--- src/rtl/audrx_pkg.sv ---
// Package: shared framing codes and widths for the serial audio receiver.
// Assumes: the format code is held steady while a stream is received.
package audrx_pkg;
    typedef enum logic [1:0] {
        FMT_TAIL16 = 2'b00,
        FMT_TAIL24 = 2'b01,
        FMT_HEAD24 = 2'b10,
        FMT_DELAY1 = 2'b11
    } rx_fmt_e;

    localparam int unsigned RX_WORD_W  = 24;
    localparam int unsigned RX_SHORT_W = 16;
endpackage

--- src/rtl/frame_edge_tracker.sv ---
// Module: frame_edge_tracker
// Finds the rising bit clock edge where a new channel word starts. For the
// one-bit-delayed framing it uses the frame clock delayed by one bit clock
// and inverted, so that every framing can treat "left" as a high level.
// Assumes: synchronous active-low reset; frame clock sampled on clk.
module frame_edge_tracker
    import audrx_pkg::*;
(
    input  logic    clk,
    input  logic    rst_n,
    input  rx_fmt_e fmt_i,
    input  logic    lrclk_i,
    output logic    edge_o,
    output logic    synced_o,
    output logic    chan_left_o
);
    localparam logic [1:0] WARM_DONE = 2'd2;

    logic       lr_dly;
    logic       lr_prev;
    logic       lr_cur;
    logic [1:0] warm_cnt;

    // Effective frame level: delayed and inverted for the one-bit-delayed framing
    always_comb lr_cur = (fmt_i == FMT_DELAY1) ? ~lr_dly : lrclk_i;

    // A word boundary is a change of the effective level once history is valid
    always_comb edge_o = (warm_cnt == WARM_DONE) && (lr_cur != lr_prev);

    // Channel of the word now ending is the level before the boundary
    always_comb chan_left_o = lr_prev;

    // Keeps the delayed level, previous level, warm-up count and sync flag
    always_ff @(posedge clk) begin
        if (!rst_n) begin
            lr_dly   <= 1'b0;
            lr_prev  <= 1'b0;
            warm_cnt <= '0;
            synced_o <= 1'b0;
        end else begin
            lr_dly  <= lrclk_i;
            lr_prev <= lr_cur;
            if (warm_cnt != WARM_DONE) warm_cnt <= warm_cnt + 2'd1;
            if (edge_o) synced_o <= 1'b1;
        end
    end

    // no boundary is ever reported before two rising edges of history
    p_warm_before_edge_r8: assert property (@(posedge clk) disable iff (!rst_n)
        edge_o |-> $past(rst_n, 1) && $past(rst_n, 2));
endmodule

--- src/rtl/word_collector.sv ---
// Module: word_collector
// Gathers serial bits two ways at once. A tail register shifts on every bit
// clock and so holds the most recent WORD_W bits. A head register places the
// bits that follow a word boundary from the MSB down and stops after WORD_W
// bits, leaving zeros where a short half-frame ends early.
// Assumes: edge_i marks the first bit of a new word.
module word_collector #(
    parameter int unsigned WORD_W = 24
) (
    input  logic              clk,
    input  logic              rst_n,
    input  logic              sdata_i,
    input  logic              edge_i,
    output logic [WORD_W-1:0] tail_word_o,
    output logic [WORD_W-1:0] head_word_o
);
    localparam int unsigned POS_W = $clog2(WORD_W + 1);
    localparam logic [POS_W-1:0] POS_FULL = POS_W'(WORD_W);

    logic [POS_W-1:0] head_pos;

    // Tail register: continuous MSB-first shift of every sampled bit
    always_ff @(posedge clk) begin
        if (!rst_n) tail_word_o <= '0;
        else        tail_word_o <= {tail_word_o[WORD_W-2:0], sdata_i};
    end

    // Head register: restarts at a boundary, fills downward, saturates when full
    always_ff @(posedge clk) begin
        if (!rst_n) begin
            head_word_o <= '0;
            head_pos    <= POS_FULL;
        end else if (edge_i) begin
            head_word_o <= {sdata_i, {(WORD_W-1){1'b0}}};
            head_pos    <= POS_W'(1);
        end else if (head_pos < POS_FULL) begin
            head_word_o[WORD_W-1-int'(head_pos)] <= sdata_i;
            head_pos <= head_pos + POS_W'(1);
        end
    end

    // once WORD_W bits are taken, the head word does not change until a boundary
    p_head_frozen_r9: assert property (@(posedge clk) disable iff (!rst_n)
        ($past(head_pos) == POS_FULL && !$past(edge_i)) |-> $stable(head_word_o));
endmodule

--- src/rtl/sample_emitter.sv ---
// Module: sample_emitter
// Picks the word that fits the selected framing at each boundary and
// registers it with a one-cycle strobe and the channel flag. The boundary
// that first synchronises the receiver is dropped.
// Assumes: fmt_i is steady; half-frames are longer than one bit clock.
module sample_emitter
    import audrx_pkg::*;
#(
    parameter int unsigned WORD_W  = 24,
    parameter int unsigned SHORT_W = 16
) (
    input  logic              clk,
    input  logic              rst_n,
    input  rx_fmt_e           fmt_i,
    input  logic              edge_i,
    input  logic              synced_i,
    input  logic              chan_left_i,
    input  logic [WORD_W-1:0] tail_word_i,
    input  logic [WORD_W-1:0] head_word_i,
    output logic [WORD_W-1:0] sample_o,
    output logic              valid_o,
    output logic              left_o
);
    localparam int unsigned PAD_W = WORD_W - SHORT_W;

    logic [WORD_W-1:0] pick_word;

    // Framing select: short tail is left-aligned with zero padding
    always_comb begin
        unique case (fmt_i)
            FMT_TAIL16: pick_word = {tail_word_i[SHORT_W-1:0], {PAD_W{1'b0}}};
            FMT_TAIL24: pick_word = tail_word_i;
            default:    pick_word = head_word_i;
        endcase
    end

    // Output register: load and strobe on a boundary once synchronised
    always_ff @(posedge clk) begin
        if (!rst_n) begin
            sample_o <= '0;
            valid_o  <= 1'b0;
            left_o   <= 1'b0;
        end else if (edge_i && synced_i) begin
            sample_o <= pick_word;
            valid_o  <= 1'b1;
            left_o   <= chan_left_i;
        end else begin
            valid_o  <= 1'b0;
        end
    end

    // the strobe lasts a single cycle
    p_single_strobe_r7: assert property (@(posedge clk) disable iff (!rst_n)
        valid_o |=> !valid_o);

    // outputs hold between strobes
    p_hold_quiet_r10: assert property (@(posedge clk) disable iff (!rst_n)
        !valid_o |-> ($stable(sample_o) && $stable(left_o)));

    // short right-aligned words leave the low byte zero
    p_short_pad_r6: assert property (@(posedge clk) disable iff (!rst_n)
        (valid_o && fmt_i == FMT_TAIL16) |-> (sample_o[PAD_W-1:0] == '0));
endmodule

--- src/rtl/serial_audio_rx.sv ---
// Module: serial_audio_rx (top)
// Serial stereo audio receiver with four runtime-selectable framings.
// Wires the boundary tracker, the bit collector and the output stage.
// Assumes: runs on the bit clock; synchronous active-low reset.
module serial_audio_rx
    import audrx_pkg::*;
#(
    parameter int unsigned WORD_W  = RX_WORD_W,
    parameter int unsigned SHORT_W = RX_SHORT_W
) (
    input  logic              clk,
    input  logic              rst_n,
    input  logic [1:0]        fmt_sel,
    input  logic              lrclk,
    input  logic              sdata,
    output logic [WORD_W-1:0] sample_o,
    output logic              valid_o,
    output logic              left_o
);
    rx_fmt_e           fmt;
    logic              edge_w;
    logic              synced_w;
    logic              chan_left_w;
    logic [WORD_W-1:0] tail_w;
    logic [WORD_W-1:0] head_w;

    // Format code cast to the shared enum
    always_comb fmt = rx_fmt_e'(fmt_sel);

    frame_edge_tracker u_track (
        .clk        (clk),
        .rst_n      (rst_n),
        .fmt_i      (fmt),
        .lrclk_i    (lrclk),
        .edge_o     (edge_w),
        .synced_o   (synced_w),
        .chan_left_o(chan_left_w)
    );

    word_collector #(.WORD_W(WORD_W)) u_collect (
        .clk        (clk),
        .rst_n      (rst_n),
        .sdata_i    (sdata),
        .edge_i     (edge_w),
        .tail_word_o(tail_w),
        .head_word_o(head_w)
    );

    sample_emitter #(.WORD_W(WORD_W), .SHORT_W(SHORT_W)) u_emit (
        .clk        (clk),
        .rst_n      (rst_n),
        .fmt_i      (fmt),
        .edge_i     (edge_w),
        .synced_i   (synced_w),
        .chan_left_i(chan_left_w),
        .tail_word_i(tail_w),
        .head_word_i(head_w),
        .sample_o   (sample_o),
        .valid_o    (valid_o),
        .left_o     (left_o)
    );

    // the first recognised boundary produces no strobe
    p_first_edge_silent_r8: assert property (@(posedge clk) disable iff (!rst_n)
        (edge_w && !synced_w) |=> !valid_o);

    // every strobe follows a recognised boundary
    p_strobe_after_edge_r7: assert property (@(posedge clk) disable iff (!rst_n)
        valid_o |-> $past(edge_w));
endmodule

--- config.mk ---
export PLATFORM = sky130hd
export DESIGN_NAME = serial_audio_rx
export DESIGN_NICKNAME = d
export VERILOG_FILES = /design/src/rtl/audrx_pkg.sv /design/src/rtl/frame_edge_tracker.sv /design/src/rtl/word_collector.sv /design/src/rtl/sample_emitter.sv /design/src/rtl/serial_audio_rx.sv
export SDC_FILE = /design/constraint.sdc
export NUM_CORES = 1
export LEC_CHECK = 0
export BUFFER_PORTS_ARGS = -buffer_cell sky130_fd_sc_hd__buf_4
export CAP_MARGIN = 20
export CORE_ASPECT_RATIO = 1.4
export CORE_MARGIN = 3
export CORE_UTILIZATION = 38
export DETAILED_ROUTE_END_ITERATION = 12
export GPL_ROUTABILITY_DRIVEN = 0
export PLACE_DENSITY_LB_ADDON = 0.15
export SLEW_MARGIN = 0
export SYNTH_ARGS = -nofsm -noshare
export SYNTH_HDL_FRONTEND = slang
export SYNTH_SLANG_ARGS = --single-unit
export TNS_END_PERCENT = 100
--- constraint.sdc ---
create_clock -name clk -period 2.12 [get_ports clk]
set_input_delay 0.318 -clock clk [delete_from_list [all_inputs] [get_ports clk]]
set_output_delay 0.318 -clock clk [all_outputs]
set_load 0.05 [all_outputs]
==> summary.md <==
| Metric | Value |
|---|---|
| Status | complete, no violations |
| Antenna violations before repair | 0 |
| Main synth FF type | dfxtp_1 |
| Worst-Margin Slew | 595 ps |
| Routed WL | roughly 8 mm |
| Top-count cell post-synth | nand2_1 |
| Top cells by count, synth | nand2_1, dfxtp_1, mux2i_1, nor3b_1 |
| Async set-reset flop share out of synthesis | 0 |
| CP max stage delay | 460 ps |
| Critical path required time | 2400 ps |
| H-tree depth | 3 |
| Final ANT Viol Nets | 0 |
| Share of post-route cells with drive strength above 1 | 0.138 |
| Max-cap violations | 0 |
| DP Wirelength | around 5.4 mm |
| Layout Nets | 435 |
| Post-synthesis sequential area ratio | 0.453 |
| Global-route wire length before repair | 12.8 mm |
| Syn avg cell area | 9.09 sq um |
| Syn_nets | between 400 and 500 |
| Hold depth | 2 |
| Avg WL per Cell | 14.2 um |
| CP top delay family | simple AND/OR/NAND/NOR gates |
| Post-synth top area share | 0.453 |
| Crit-path cells | inv_1 > ha_1 > nor4b_1 > buf_4 > or4_1 > nand3_1 |
| Sw Pwr | 0.000932 W |
| Root buffer cell | clkbuf_16 |
| Endpoints failing hold | 0 |
| Synth Cell Area | around 0.0037 sq mm |
| Synth Area in Simple Gates | 0.238 |
| Fill count | 938 |
| EDFF count, synth | 0 |
| Leak | 1.92 nW |
| Synth Area in Compound Gates | 0.0624 |
| Slowest CP cell | or4_1 |
| Hold WS | 204 ps |
| Total CTS buffers | 9 |
| Synth top area cells | dfxtp_1, mux2i_1, nand2_1, nor3b_1, and2_1 |
| Core region area | approximately 0.0095 sq mm |
| Grt total ovfl | 0 |
| Setup bufs post-CTS | 0 |
| Yosys top cell by area | dfxtp_1 |
| CP Class | reg2reg |
| Maximum VDD drop | 0.376 mV |
| Worst Skew | 7.86 ps |
| IO Pins | 32 |
| Largest net degree at the start of global routing | 45 |
| Num Clock Sinks | 84 |
| Critical Path AT | 1980 ps |
| Min-delay worst type | in2reg |
| Adder-Cell Fraction of Synth Area | 0.0169 |
| CTS tree | built |
| Clock buffer depth | 2 |
| Seq pwr share | 0.434 |
| Cts-stage hold buffer count | 0 |
| Fin crit period | 1710 ps |
| Maximum clock rate | 586 MHz |
| Mux cell area share after synthesis | 0.175 |
| Synth-to-Final Area Change | 17.9% |
| Setup violators final | 0 |
| Largest family of logic cells by synthesized area | simple AND/OR/NAND/NOR gates |
| Syn Inst Count | about 410 |
| Synth cell types | 31 |
| Starting density of the core | 0.390 |
| Drt drc | 0 |
| Crit path buf inv count | 2 |
| Initial DRC Count | 97 |
| DR vias | roughly 2700 |
| Die height | 123 um |
| Clock group share of total power | 0.464 |
| Row cnt | 42 |
| Critical Path Stages | 6 |
| Die span in x | between 80 and 90 um |
| Fin crit share | 0.805 |
| Placed cell area | 0.00403 sq mm |
| #FFs+latches synth | 84 |
| YS warnings | 0 |
| Startpoint Class | register |
| GRT Total Usage | 0.152 |
| Setup TNS | 0 ps |
| Relative slew slack | 0.602 |
| Power Internal | 0.00294 W |
| Logic pwr share | 0.101 |
| Clk slew on worst S/H paths | 60 ps |
| Post-cts sizing count | 0 |
| Reg2Reg Depth | 6 |
| Drt first pass iters | 4 |
| Slew Viols, Final | 0 |
| Unrepaired setup endpoints after global routing | no |
| PD cells | 886 mW/mm^2 |
| Full die area | 0.0110 sq mm |
| Worst-Skew Late Latency | 340 ps |
| Fin area | 0.00437 sq mm |
| Vias in the first global route | 2524 |
| Xor and xnor area share after synthesis | 0.00708 |
| Sw Ratio | 0.240 |
| Antenna diodes | 0 |
| Worst Path Max Fanout | 6 |
| Vias per cell | 4.86 |
| CP endpoint kind | register |
| I/O Buffers | 31 |
==> final cells by class <==
type	count	area, sq um	area share
well taps	132	165	0.0378
flip-flops and latches	84	1680	0.384
inverters	4	15.0	0.00343
repair buffers	38	310	0.0709
clock buffers	9	225	0.0515
clock inverters	7	123	0.0280
multi-input cells	287	1850	0.424
==> per-layer routing <==
| metal | wire [um] | vias up | GRT usage |
|---|---|---|---|
| li1 | - | 1392 | - |
| met1 | 3840 | 1300 | 0.206 |
| met2 | 3800 | 30 | 0.232 |
| met3 | 241 | 6 | 0.0380 |
| met4 | 88 | 0 | 0.0559 |
| met5 | 0 | - | 0 |
==> final timing paths <==
kind	start	endpoint	slack, ps
hold / removal	lrclk	u_track.lr_dly	200
setup / recovery	u_collect.head_pos[0]	u_collect.head_word_o[23]	410
setup reg to reg	u_collect.head_pos[0]	u_collect.head_word_o[23]	410
hold reg to reg	u_emit.sample_o[7]	u_emit.sample_o[7]	460
==> kinds of logic after synthesis <==
logic type,count (synthesis)
xor+xnor,3
simple gates,176
compound gates,38
fa+ha+maj,5
buf+inv,37
flops,84
mux,65
==> registers in the layout (all words and copies together) (netlist names) <==
| name | cells |
|---|---|
| u_emit.sample_o | 24 |
| u_collect.head_word_o | 24 |
| u_track.synced_o | 1 |
| u_track.warm_cnt | 2 |
| u_emit.left_o | 1 |
| u_collect.head_pos | 5 |
| u_emit.valid_o | 1 |
| u_collect.tail_word_o | 24 |
| u_track.chan_left_o | 1 |
| u_track.lr_dly | 1 |
==> placed cells by master, fill, tap and decap left out, types with 2 or more instances in the layout <==
cell type and n:
bufinv_16 3, buf_12 2, xnor2_1 2, nand3_1 6, clkinvlp_4 2, nand2_1 105
o21a_1 3, a21oi_1 4, o21ai_0 27, mux2i_1 65, ha_1 5, buf_4 36
nor3b_1 28, clkbuf_16 9, inv_1 4, and2_1 27, and3b_1 2, dfxtp_1 84
==> metrics by stage <==
step / std cells / setup WS [ps] / total power (W) / util
after floorplan: 408 / 550 / 0.00201 / -
after global placement: 545 / 495 / 0.00210 / 0.423
after detailed placement: 545 / 432 / 0.00211 / 0.423
after CTS: 561 / 412 / 0.00392 / 0.460
after global routing: 561 / 365 / 0.00404 / 0.460
final: 561 / 412 / 0.00387 / 0.460
==> power groups by stage <==
stage	Clock (W)	Combinational, W	Sequential [W]
global route	0.00192	0.000434	0.00169
CTS	0.00184	0.000397	0.00168
detailed placement	0	0.000395	0.00172
finish	0.00180	0.000392	0.00168
floorplan	0	0.000314	0.00170
global placement	0	0.000385	0.00172
No activity file was read; power rests on OpenSTA's default activity.
